### src/rtl/coh_pkg.sv
package coh_pkg;
  typedef enum logic [1:0] {
    ST_I = 2'b00,
    ST_S = 2'b01,
    ST_M = 2'b10
  } line_st_e;

  typedef enum logic [1:0] {
    BC_NONE = 2'b00,
    BC_RD   = 2'b01,
    BC_INV  = 2'b10,
    BC_WB   = 2'b11
  } bus_cmd_e;
endpackage

### src/rtl/coh_array.sv
module coh_array
  import coh_pkg::*;
#(
  parameter int LINES = 8,
  parameter int TW    = 13,
  parameter int DW    = 32
) (
  input  logic                    clk,
  input  logic                    rst_n,
  input  logic [$clog2(LINES)-1:0] ra_idx,
  output line_st_e                ra_st,
  output logic [TW-1:0]           ra_tag,
  output logic [DW-1:0]           ra_data,
  input  logic [$clog2(LINES)-1:0] rb_idx,
  output line_st_e                rb_st,
  output logic [TW-1:0]           rb_tag,
  output logic [DW-1:0]           rb_data,
  input  logic [$clog2(LINES)-1:0] w_idx,
  input  logic                    w_st_en,
  input  logic                    w_line_en,
  input  line_st_e                w_st,
  input  logic [TW-1:0]           w_tag,
  input  logic [DW-1:0]           w_data,
  output logic [2*LINES-1:0]      st_vec,
  output logic [TW*LINES-1:0]     tag_vec
);
  line_st_e          st_q   [LINES];
  logic [TW-1:0]     tag_q  [LINES];
  logic [DW-1:0]     data_q [LINES];

  assign ra_st   = st_q[ra_idx];
  assign ra_tag  = tag_q[ra_idx];
  assign ra_data = data_q[ra_idx];
  assign rb_st   = st_q[rb_idx];
  assign rb_tag  = tag_q[rb_idx];
  assign rb_data = data_q[rb_idx];

  always_ff @(posedge clk) begin
    if (!rst_n) begin
      for (int i = 0; i < LINES; i++) st_q[i] <= ST_I;
    end else if (w_st_en || w_line_en) begin
      st_q[w_idx] <= w_st;
    end
  end

  always_ff @(posedge clk) begin
    if (w_line_en) begin
      tag_q[w_idx]  <= w_tag;
      data_q[w_idx] <= w_data;
    end
  end

  for (genvar g = 0; g < LINES; g++) begin : g_flat
    assign st_vec[2*g +: 2]   = st_q[g];
    assign tag_vec[TW*g +: TW] = tag_q[g];
  end
endmodule

### src/rtl/coh_snoop.sv
module coh_snoop
  import coh_pkg::*;
#(
  parameter int TW = 13
) (
  input  logic          snp_valid,
  input  logic [1:0]    snp_cmd,
  input  logic [TW-1:0] snp_tag,
  input  line_st_e      l_st,
  input  logic [TW-1:0] l_tag,
  output logic          hit,
  output logic          supply,
  output logic          upd,
  output line_st_e      nxt_st
);
  logic kill_cmd;

  assign hit      = snp_valid && (l_st != ST_I) && (l_tag == snp_tag);
  assign kill_cmd = (snp_cmd == BC_INV) || (snp_cmd == BC_WB);
  assign supply   = hit && (snp_cmd == BC_RD) && (l_st == ST_M);
  assign upd      = supply || (hit && kill_cmd);
  assign nxt_st   = supply ? ST_S : ST_I;
endmodule

### src/rtl/coh_local.sv
module coh_local
  import coh_pkg::*;
#(
  parameter int TW = 13
) (
  input  logic          act,
  input  logic          we,
  input  logic [TW-1:0] req_tag,
  input  line_st_e      l_st,
  input  logic [TW-1:0] l_tag,
  output bus_cmd_e      cmd
);
  logic match;

  assign match = (l_st != ST_I) && (l_tag == req_tag);

  always_comb begin
    if (!act)                          cmd = BC_NONE;
    else if (l_st == ST_M && !match)   cmd = BC_WB;
    else if (!we)                      cmd = match ? BC_NONE : BC_RD;
    else                               cmd = (match && l_st == ST_M) ? BC_NONE : BC_INV;
  end
endmodule

### src/rtl/coh_ctrl.sv
module coh_ctrl
  import coh_pkg::*;
#(
  parameter int AW    = 16,
  parameter int DW    = 32,
  parameter int LINES = 8
) (
  input  logic          clk,
  input  logic          rst_n,
  input  logic          cpu_req,
  input  logic          cpu_we,
  input  logic [AW-1:0] cpu_addr,
  input  logic [DW-1:0] cpu_wdata,
  output logic          cpu_ack,
  output logic [DW-1:0] cpu_rdata,
  output logic          bus_req,
  input  logic          bus_gnt,
  output logic [1:0]    bus_cmd,
  output logic [AW-1:0] bus_addr,
  output logic [DW-1:0] bus_dout,
  input  logic [DW-1:0] bus_din,
  input  logic          snp_valid,
  input  logic [1:0]    snp_cmd,
  input  logic [AW-1:0] snp_addr,
  output logic          snp_resp,
  output logic [DW-1:0] snp_data
);
  localparam int IW = $clog2(LINES);
  localparam int TW = AW - IW;

  function automatic logic [IW-1:0] idx_of(input logic [AW-1:0] a);
    return a[IW-1:0];
  endfunction

  function automatic logic [TW-1:0] tag_of(input logic [AW-1:0] a);
    return a[AW-1:IW];
  endfunction

  function automatic logic [AW-1:0] join_addr(input logic [TW-1:0] t, input logic [IW-1:0] i);
    return {t, i};
  endfunction

  // Named internal events
  line_st_e          loc_st, snp_st, snp_nxt, w_st;
  logic [TW-1:0]     loc_tag, snp_ltag, w_tag;
  logic [DW-1:0]     loc_data, w_data;
  logic [IW-1:0]     w_idx;
  logic              w_st_en, w_line_en;
  logic              act, snp_hit, snp_supply, snp_upd;
  logic              bus_fire, local_done;
  bus_cmd_e          need;
  logic [2*LINES-1:0]  st_vec;
  logic [TW*LINES-1:0] tag_vec;

  coh_array #(.LINES(LINES), .TW(TW), .DW(DW)) u_arr (
    .clk(clk), .rst_n(rst_n),
    .ra_idx(idx_of(cpu_addr)), .ra_st(loc_st), .ra_tag(loc_tag), .ra_data(loc_data),
    .rb_idx(idx_of(snp_addr)), .rb_st(snp_st), .rb_tag(snp_ltag), .rb_data(snp_data),
    .w_idx(w_idx), .w_st_en(w_st_en), .w_line_en(w_line_en),
    .w_st(w_st), .w_tag(w_tag), .w_data(w_data),
    .st_vec(st_vec), .tag_vec(tag_vec)
  );

  coh_snoop #(.TW(TW)) u_snp (
    .snp_valid(snp_valid), .snp_cmd(snp_cmd), .snp_tag(tag_of(snp_addr)),
    .l_st(snp_st), .l_tag(snp_ltag),
    .hit(snp_hit), .supply(snp_supply), .upd(snp_upd), .nxt_st(snp_nxt)
  );

  assign act = cpu_req && !cpu_ack;

  coh_local #(.TW(TW)) u_loc (
    .act(act), .we(cpu_we), .req_tag(tag_of(cpu_addr)),
    .l_st(loc_st), .l_tag(loc_tag), .cmd(need)
  );

  assign snp_resp   = snp_supply;
  assign bus_req    = (need != BC_NONE);
  assign bus_cmd    = need;
  assign bus_addr   = (need == BC_WB) ? join_addr(loc_tag, idx_of(cpu_addr)) : cpu_addr;
  assign bus_dout   = (need == BC_WB) ? loc_data : cpu_wdata;
  assign bus_fire   = bus_req && bus_gnt && !snp_valid;
  assign local_done = act && (need == BC_NONE) && !snp_valid;

  // Single write port: snoop first, then bus completion, then local store
  always_comb begin
    w_idx     = idx_of(cpu_addr);
    w_st_en   = 1'b0;
    w_line_en = 1'b0;
    w_st      = ST_I;
    w_tag     = tag_of(cpu_addr);
    w_data    = cpu_wdata;
    if (snp_upd) begin
      w_idx   = idx_of(snp_addr);
      w_st_en = 1'b1;
      w_st    = snp_nxt;
    end else if (bus_fire) begin
      case (need)
        BC_WB:   begin w_st_en = 1'b1; w_st = ST_I; end
        BC_RD:   begin w_line_en = 1'b1; w_st = ST_S; w_data = bus_din; end
        default: begin w_line_en = 1'b1; w_st = ST_M; end
      endcase
    end else if (local_done && cpu_we) begin
      w_line_en = 1'b1;
      w_st      = ST_M;
    end
  end

  always_ff @(posedge clk) begin
    if (!rst_n) begin
      cpu_ack   <= 1'b0;
      cpu_rdata <= '0;
    end else begin
      cpu_ack <= local_done || (bus_fire && need == BC_INV);
      if (local_done) cpu_rdata <= cpu_we ? cpu_wdata : loc_data;
    end
  end
endmodule

### config.mk
export PLATFORM = sky130hd
export DESIGN_NAME = coh_ctrl
export DESIGN_NICKNAME = d
export VERILOG_FILES = /design/src/rtl/coh_pkg.sv /design/src/rtl/coh_array.sv /design/src/rtl/coh_snoop.sv /design/src/rtl/coh_local.sv /design/src/rtl/coh_ctrl.sv
export SDC_FILE = /design/constraint.sdc
export NUM_CORES = 1
export LEC_CHECK = 0
export BUFFER_PORTS_ARGS = -buffer_cell sky130_fd_sc_hd__buf_2
export CAP_MARGIN = 20
export CELL_PAD_IN_SITES_DETAIL_PLACEMENT = 1
export CELL_PAD_IN_SITES_GLOBAL_PLACEMENT = 2
export CORE_MARGIN = 3
export CORE_UTILIZATION = 43
export DETAILED_ROUTE_END_ITERATION = 12
export PLACE_DENSITY_LB_ADDON = 0.1
export SYNTH_ARGS = -nofsm -noshare
export SYNTH_HDL_FRONTEND = slang
export SYNTH_SLANG_ARGS = --single-unit
### constraint.sdc
create_clock -name clk -period 8.5 [get_ports clk]
set_clock_uncertainty 0.15 [all_clocks]
set_input_delay 1.7 -clock clk [delete_from_list [all_inputs] [get_ports clk]]
set_output_delay 1.7 -clock clk [all_outputs]
set_load 0.01 [all_outputs]
# After elaboration in Yosys (flattened, before gate mapping)
# Memory sizes are Yosys's and may differ from the RTL's.
# Cells that the tools add are included.
[totals] register_bits=33 mem_bits_rw=376 inputBits=104 wordCells=75 mem_count=3
[classes] eq_ne=10 n_mux=33 reduce_logical=27
[mem_list] name="u_arr.data_q" words=8 width=32 rd=2 rd_clocked_by_memory_dff=0 wr=1 line_no="coh_array.sv:29" text="logic [DW-1:0] data_q [LINES];"
[mem_list] name="u_arr.tag_q" words=8 width=13 rd=2 rd_clocked_by_memory_dff=0 wr=1 line_no="coh_array.sv:28" text="logic [TW-1:0] tag_q [LINES];"
[mem_list] name="u_arr.st_q" words=8 width=2 rd=2 rd_clocked_by_memory_dff=0 wr=8 line_no="coh_array.sv:27" text="line_st_e st_q [LINES];"
[ops] cell="2-to-1 mux 32 bit" count=5
[ops] cell="equality test 13 bit" count=2
[ops] cell="2-to-1 mux 1 bit" count=16
[ops] cell="2-to-1 mux 16 bit" count=1
[ops] cell="2-to-1 mux 2 bit" count=8
[ops] cell="logical AND 1 bit" count=15
[ops] cell="equality test 2 bit, second input constant" count=6
[ops] cell="2-to-1 mux 3 bit" count=2
[ops] cell="nonzero test 2 bit" count=3
[ops] cell="equality test 2 x 1 -> 1 bit, second input constant" count=2
[ops] cell="logical OR 1 bit" count=4
[ops] cell="one-hot mux 2 bit (2 select lines)" count=1
[ops] cell="zero test 1 bit" count=3
[ops] cell="zero test 2 bit" count=1
[ops] cell="OR reduction 2 bit" count=1

# Longest topological paths before layout
# An unclocked memory read counts as a cell.
[logic_depth] word_depth=21 depth_mapped=13

# Hierarchy
# A second synthesis with hierarchy kept.
[unflattened] cells_unflattened=1114 hier_area_um2=20317.0
[modules_own_cells] module="coh_array" n_inst=1 cells_each=760 area_per_inst_um2=17150.2 seq_area_each_um2=11290.8
[modules_own_cells] module="coh_ctrl" n_inst=1 cells_each=295 area_per_inst_um2=2750.1 seq_area_each_um2=660.6
[modules_own_cells] module="coh_snoop" n_inst=1 cells_each=32 area_per_inst_um2=219.0 seq_area_each_um2=0.0
[modules_own_cells] module="coh_local" n_inst=1 cells_each=27 area_per_inst_um2=197.7 seq_area_each_um2=0.0

# Least setup slack after synthesis
# OpenSTA, ideal clock, no wires.
[synth_path] path_kind="in2reg" start="in cpu_addr[2]" end="mem u_arr.data_q[0][0] (enable)" setup_time_ps=503 arrival_ps=6963 path_slack_ps=883 stages=12 path_cell_list="buf_2 buf_2 mux4_2 mux2i_1 xnor2_1 nand4_1 nor4_2 and3_1 buf_4 mux2i_2 buf_2 nor3_1"
[synth_between] elab_chain_cells=17 word_cells_on_any_way=29 classes_between="eq/ne: 3; mux: 12; reduce/logical: 12; memory: 2"
[synth_lines] item="from (decl)" line_no="coh_ctrl.sv:12" text="input logic [AW-1:0] cpu_addr,"
[synth_lines] item="memory (8 x 13 bit) / memory (8 x 2 bit) (equally long branches)"
[synth_lines] item="equality test 13 bit / nonzero test 2 bit (equally long branches)" line_no="coh_local.sv:15" text="assign match = (l_st != ST_I) && (l_tag == req_tag);"
[synth_lines] item="logical AND 1 bit" line_no="coh_local.sv:15"
[synth_lines] item="logical AND 1 bit" line_no="coh_local.sv:21" text="else cmd = (match && l_st == ST_M) ? BC_NONE : BC_INV;"
[synth_lines] item="2-to-1 mux 2 bit" line_no="coh_local.sv:21"
[synth_lines] item="2-to-1 mux 2 bit" line_no="coh_local.sv:20" text="else if (!we) cmd = match ? BC_NONE : BC_RD;"
[synth_lines] item="2-to-1 mux 2 bit" line_no="coh_local.sv:19" text="else if (l_st == ST_M && !match) cmd = BC_WB;"
[synth_lines] item="2-to-1 mux 2 bit" line_no="coh_local.sv:18" text="if (!act) cmd = BC_NONE;"
[synth_lines] item="zero test 2 bit" line_no="coh_ctrl.sv:83" text="assign local_done = act && (need == BC_NONE) && !snp_valid;"
[synth_lines] item="logical AND 1 bit (2 in series)" line_no="coh_ctrl.sv:83"
[synth_lines] item="logical AND 1 bit" line_no="coh_ctrl.sv:103" text="end else if (local_done && cpu_we) begin"
[synth_lines] item="2-to-1 mux 1 bit" line_no="coh_ctrl.sv:103"
[synth_lines] item="2-to-1 mux 1 bit" line_no="coh_ctrl.sv:97" text="end else if (bus_fire) begin"
[synth_lines] item="2-to-1 mux 1 bit" line_no="coh_ctrl.sv:93" text="if (snp_upd) begin"
[synth_lines] item="2-to-1 mux 1 bit" line_no="coh_array.sv:47" text="if (w_line_en) begin"
[synth_lines] item="2-to-1 mux 1 bit (implied by the code)" line_no="coh_array.sv:49" text="data_q[w_idx] <= w_data;"
[synth_lines] item="to (decl)" line_no="coh_array.sv:29"
# Parallel ways exist; a longest one is shown, timed or not.

# Worst setup path after layout
[layout_path] start="in cpu_addr[2]" end="out bus_addr[12]"
[layout_between] elab_chain_cells=10 word_cells_on_any_way=16 classes_between="eq/ne: 3; mux: 6; reduce/logical: 5; memory: 2"
[layout_lines] item="memory (8 x 13 bit) / memory (8 x 2 bit) (equally long branches)"
[layout_lines] item="equality test 13 bit / nonzero test 2 bit (equally long branches)" line_no="coh_local.sv:15"
[layout_lines] item="logical AND 1 bit" line_no="coh_local.sv:15"
[layout_lines] item="logical AND 1 bit" line_no="coh_local.sv:21"
[layout_lines] item="2-to-1 mux 2 bit" line_no="coh_local.sv:21"
[layout_lines] item="2-to-1 mux 2 bit" line_no="coh_local.sv:20"
[layout_lines] item="2-to-1 mux 2 bit" line_no="coh_local.sv:19"
[layout_lines] item="2-to-1 mux 2 bit" line_no="coh_local.sv:18"
[layout_lines] item="equality test 2 bit" line_no="coh_ctrl.sv:80" text="assign bus_addr = (need == BC_WB) ? join_addr(loc_tag, idx_of(cpu_addr)) : cpu_addr;"
[layout_lines] item="2-to-1 mux 16 bit *" line_no="coh_ctrl.sv:80"
[layout_lines] item="to (decl)" line_no="coh_ctrl.sv:19" text="output logic [AW-1:0] bus_addr,"
# Every way passes the cells marked *; elsewhere a longest branch is shown, timed or not.

==> run metrics <==
worst-skew pair later-pin latency 0.57 ns; initial antenna violation count 1; Final ANT Viol Nets 0; CTS sink cnt 409; CP max FO 34; CTS Hold Buffers Added 0; Post-Syn Area 0.0206 mm^2; worst min-delay path class flip-flop to flip-flop; Critical Path RT 6.65 ns; area taken by multi-input logic gates between 0.008 and 0.009 mm^2; Hold Path Sink cpu_rdata[27]; relative slew slack about a third; first-pass GRT wire length 89700 um; max_cap viols 0; FFs w/ async S/R, synth 0%; drt pass-1 iters 5; hold path depth 2; unrepaired setup endpoints after global routing no; count leader, synth edfxtp_1; DRC 0; mux cell area share after synthesis 30.4%; CTS tree done; Initial Util a little over two fifths; compound-gate portion of the synthesized area 4.51%; library cells used by synthesis 56; largest net degree at the start of global routing 73; Clock Tree Buf Depth 3; Leakage 8.29 nW; die width ~230 um; PD cells 197 mW/mm^2; share of the synthesized area in the top cell type a little over half; routed wire length 60700 um; wire length per cell 29.2 um; register area ~0.012 mm^2; die area just over 0.05 mm^2; Final nets 1540; Worst-Margin Slew 0.981 ns; crit end category primary output; sequential cell area fraction in the yosys report 57.9%; Peak Freq 0.138 GHz; warnings from Yosys 0; post-synthesis simple-gate area fraction 4.03%; Synth area leader edfxtp_1; GRT Overall Usage around 24%; WS Path Type primary input to primary output; Area after DPL 0.0224 mm^2; HPWL after DPL ~38000 um; via count ~13000; Synth Area in Adders 0%; arrival time at the worst endpoint 5.38 ns; CP startpoint cpu_addr[2]; fin crit share 85.0%; Reg2Reg Launch Point u_arr.tag_q[7][7]; Post-Route Setup TNS 0 ns; Clk Tree Root Cell clkbuf_16; post-synthesis xor/xnor area fraction less than 1%; Clock transition at path regs 0.06 ns; vias in the first global route 13400; synthesized flop and latch total 409; R2R cell count 11; Final Slew Violations 0; Post-synth top cells 376 x edfxtp_1, 156 x mux4_2, 137 x mux2_2; chip height 225 um; Post-Syn Area per Cell 16.9 um^2; Final Hold Viols 0; CTS resizes 0; standard-cell row count between 70 and 80; CTS buffer count 45; Filler cells 4462; boundary pin count 221; RePlAce Congestion 0.784; Final Instance Area about 0.024 mm^2; synthesized netlist cell count 1223; Vias per Instance 6.03; Synth Flop Type edfxtp_1; number of synthesized flops with an enable pin 376; status finished clean; main combinational cell family by area after synthesis multiplexers; startpoint types primary input; P&R area growth vs syn 15.9%; ANT cells 0; fin crit period roughly 7.2 ns; post-layout util 50.9%; postcts setup bufs 0; Hold Crit Start cpu_rdata[27]; Synth Net Count 1327; Final setup violation count 0; dominant cells by area after synthesis edfxtp_1 55%, mux4_2 17%, mux2_2 7.5%; core area 0.0470 mm^2; VDD IR-drop max 0.116 mV; initial drt markers 939; htree depth 2; Reg2Reg Setup Slack 3.55 ns; grt total ovfl 0; reg2reg end u_arr.data_q[2][15]; PortBufs 220; layout cells sized above 1 43.5%
cell usage in the layout, fill, tap and decap left out, types with 5 or more instances in the layout:
master and count:
o21ai_0 7, clkinv_1 5, a21boi_0 33, xnor2_1 8, buf_4 39, o22ai_1 16, clkbuf_16 46, inv_1 10
mux2_1 32, mux2i_1 84, nor2_1 26, clkbuf_1 9, buf_2 216, nand2_1 25, nor3_1 47, o21a_1 33
o221ai_1 8, edfxtp_1 376, bufinv_16 5, nand2b_1 8, mux4_2 156, dfxtp_1 33, nand4_1 5, clkbuf_8 6
clkinv_2 9, xor2_1 9, nor2b_1 5, mux2_2 137, or3_1 6, nor3_2 8, a22oi_1 14
state kept, by name, summed over array words and instances, names as in the netlist:
signal / cells
u_arr.st_q: 16
u_arr.data_q: 256
cpu_rdata: 32
cpu_ack: 1
u_arr.tag_q: 104
metrics by stage:
stage               cells  hold WS, ns  setup slack [ns]  total power (W)
global placement     1995        0.469              1.26          0.00275
floorplan            1223        0.507             0.883          0.00257
global route         2079        0.502              1.10          0.00488
detailed placement   1996        0.480              1.18          0.00276
CTS                  2079        0.489              1.18          0.00476
finish               2079        0.487              1.27          0.00471
worst max-delay path: stages:
cell and delay [ns]:
buf_2 0.70, mux4_2 0.41, mux2i_1 0.21, xnor2_1 0.23
nand4_1 0.16, nor4_2 0.67, and3_2 0.36, nor3_4 0.05
buf_4 0.27, mux2i_1 0.37, buf_2 0.20
cell type report:
| cell class | instances | share of cell area, % |
|---|---|---|
| multi-input cells | 711 | 34.5 |
| flip-flops and latches | 409 | 50.0 |
| clock buffers | 61 | 5.30 |
| well taps | 607 | 3.18 |
| repair buffers | 258 | 5.89 |
| clock inverters | 22 | 1.03 |
| inverters | 11 | 0.173 |
power breakdown:
| group | switching, W | leakage [nW] | internal [W] | total, W |
|---|---|---|---|---|
| Combinational | 0.000282 | 3.88 | 0.000207 | 0.000489 |
| Sequential | 0.00000615 | 3.67 | 0.00222 | 0.00222 |
| Clock | 0.000805 | 0.742 | 0.00120 | 0.00200 |
routing by layer:
metal  routed length, um  up-vias  track usage [%]
li1                    -     5465                -
met1               26700     6711             33.6
met2               30400      307             41.0
met3                2540       59             3.02
met4                1060        0             5.64
met5                   0        -                0
cells by family (layout without fill, tap and decap cells):
family                    after synthesis  in the layout
buffers and inverters                 103            352
xor gates and xnor gates               17             17
AOI/OAI and AO/OA                     127            127
muxes                                 410            410
DFF                                   409            409
and+or+nand+nor                       157            157
worst max-delay path by stage:
stage | end | cells after the start | slack (ns)
2_1_floorplan | u_arr.data_q[0][0] | 12 | 0.88
6_report | bus_addr[12] | 11 | 1.27
5_1_grt | bus_addr[12] | 11 | 1.10
3_5_place_dp | bus_addr[12] | 11 | 1.18
4_1_cts | bus_addr[12] | 11 | 1.18
3_3_place_gp | bus_addr[12] | 11 | 1.26
Power figures use the tool's default switching activity.
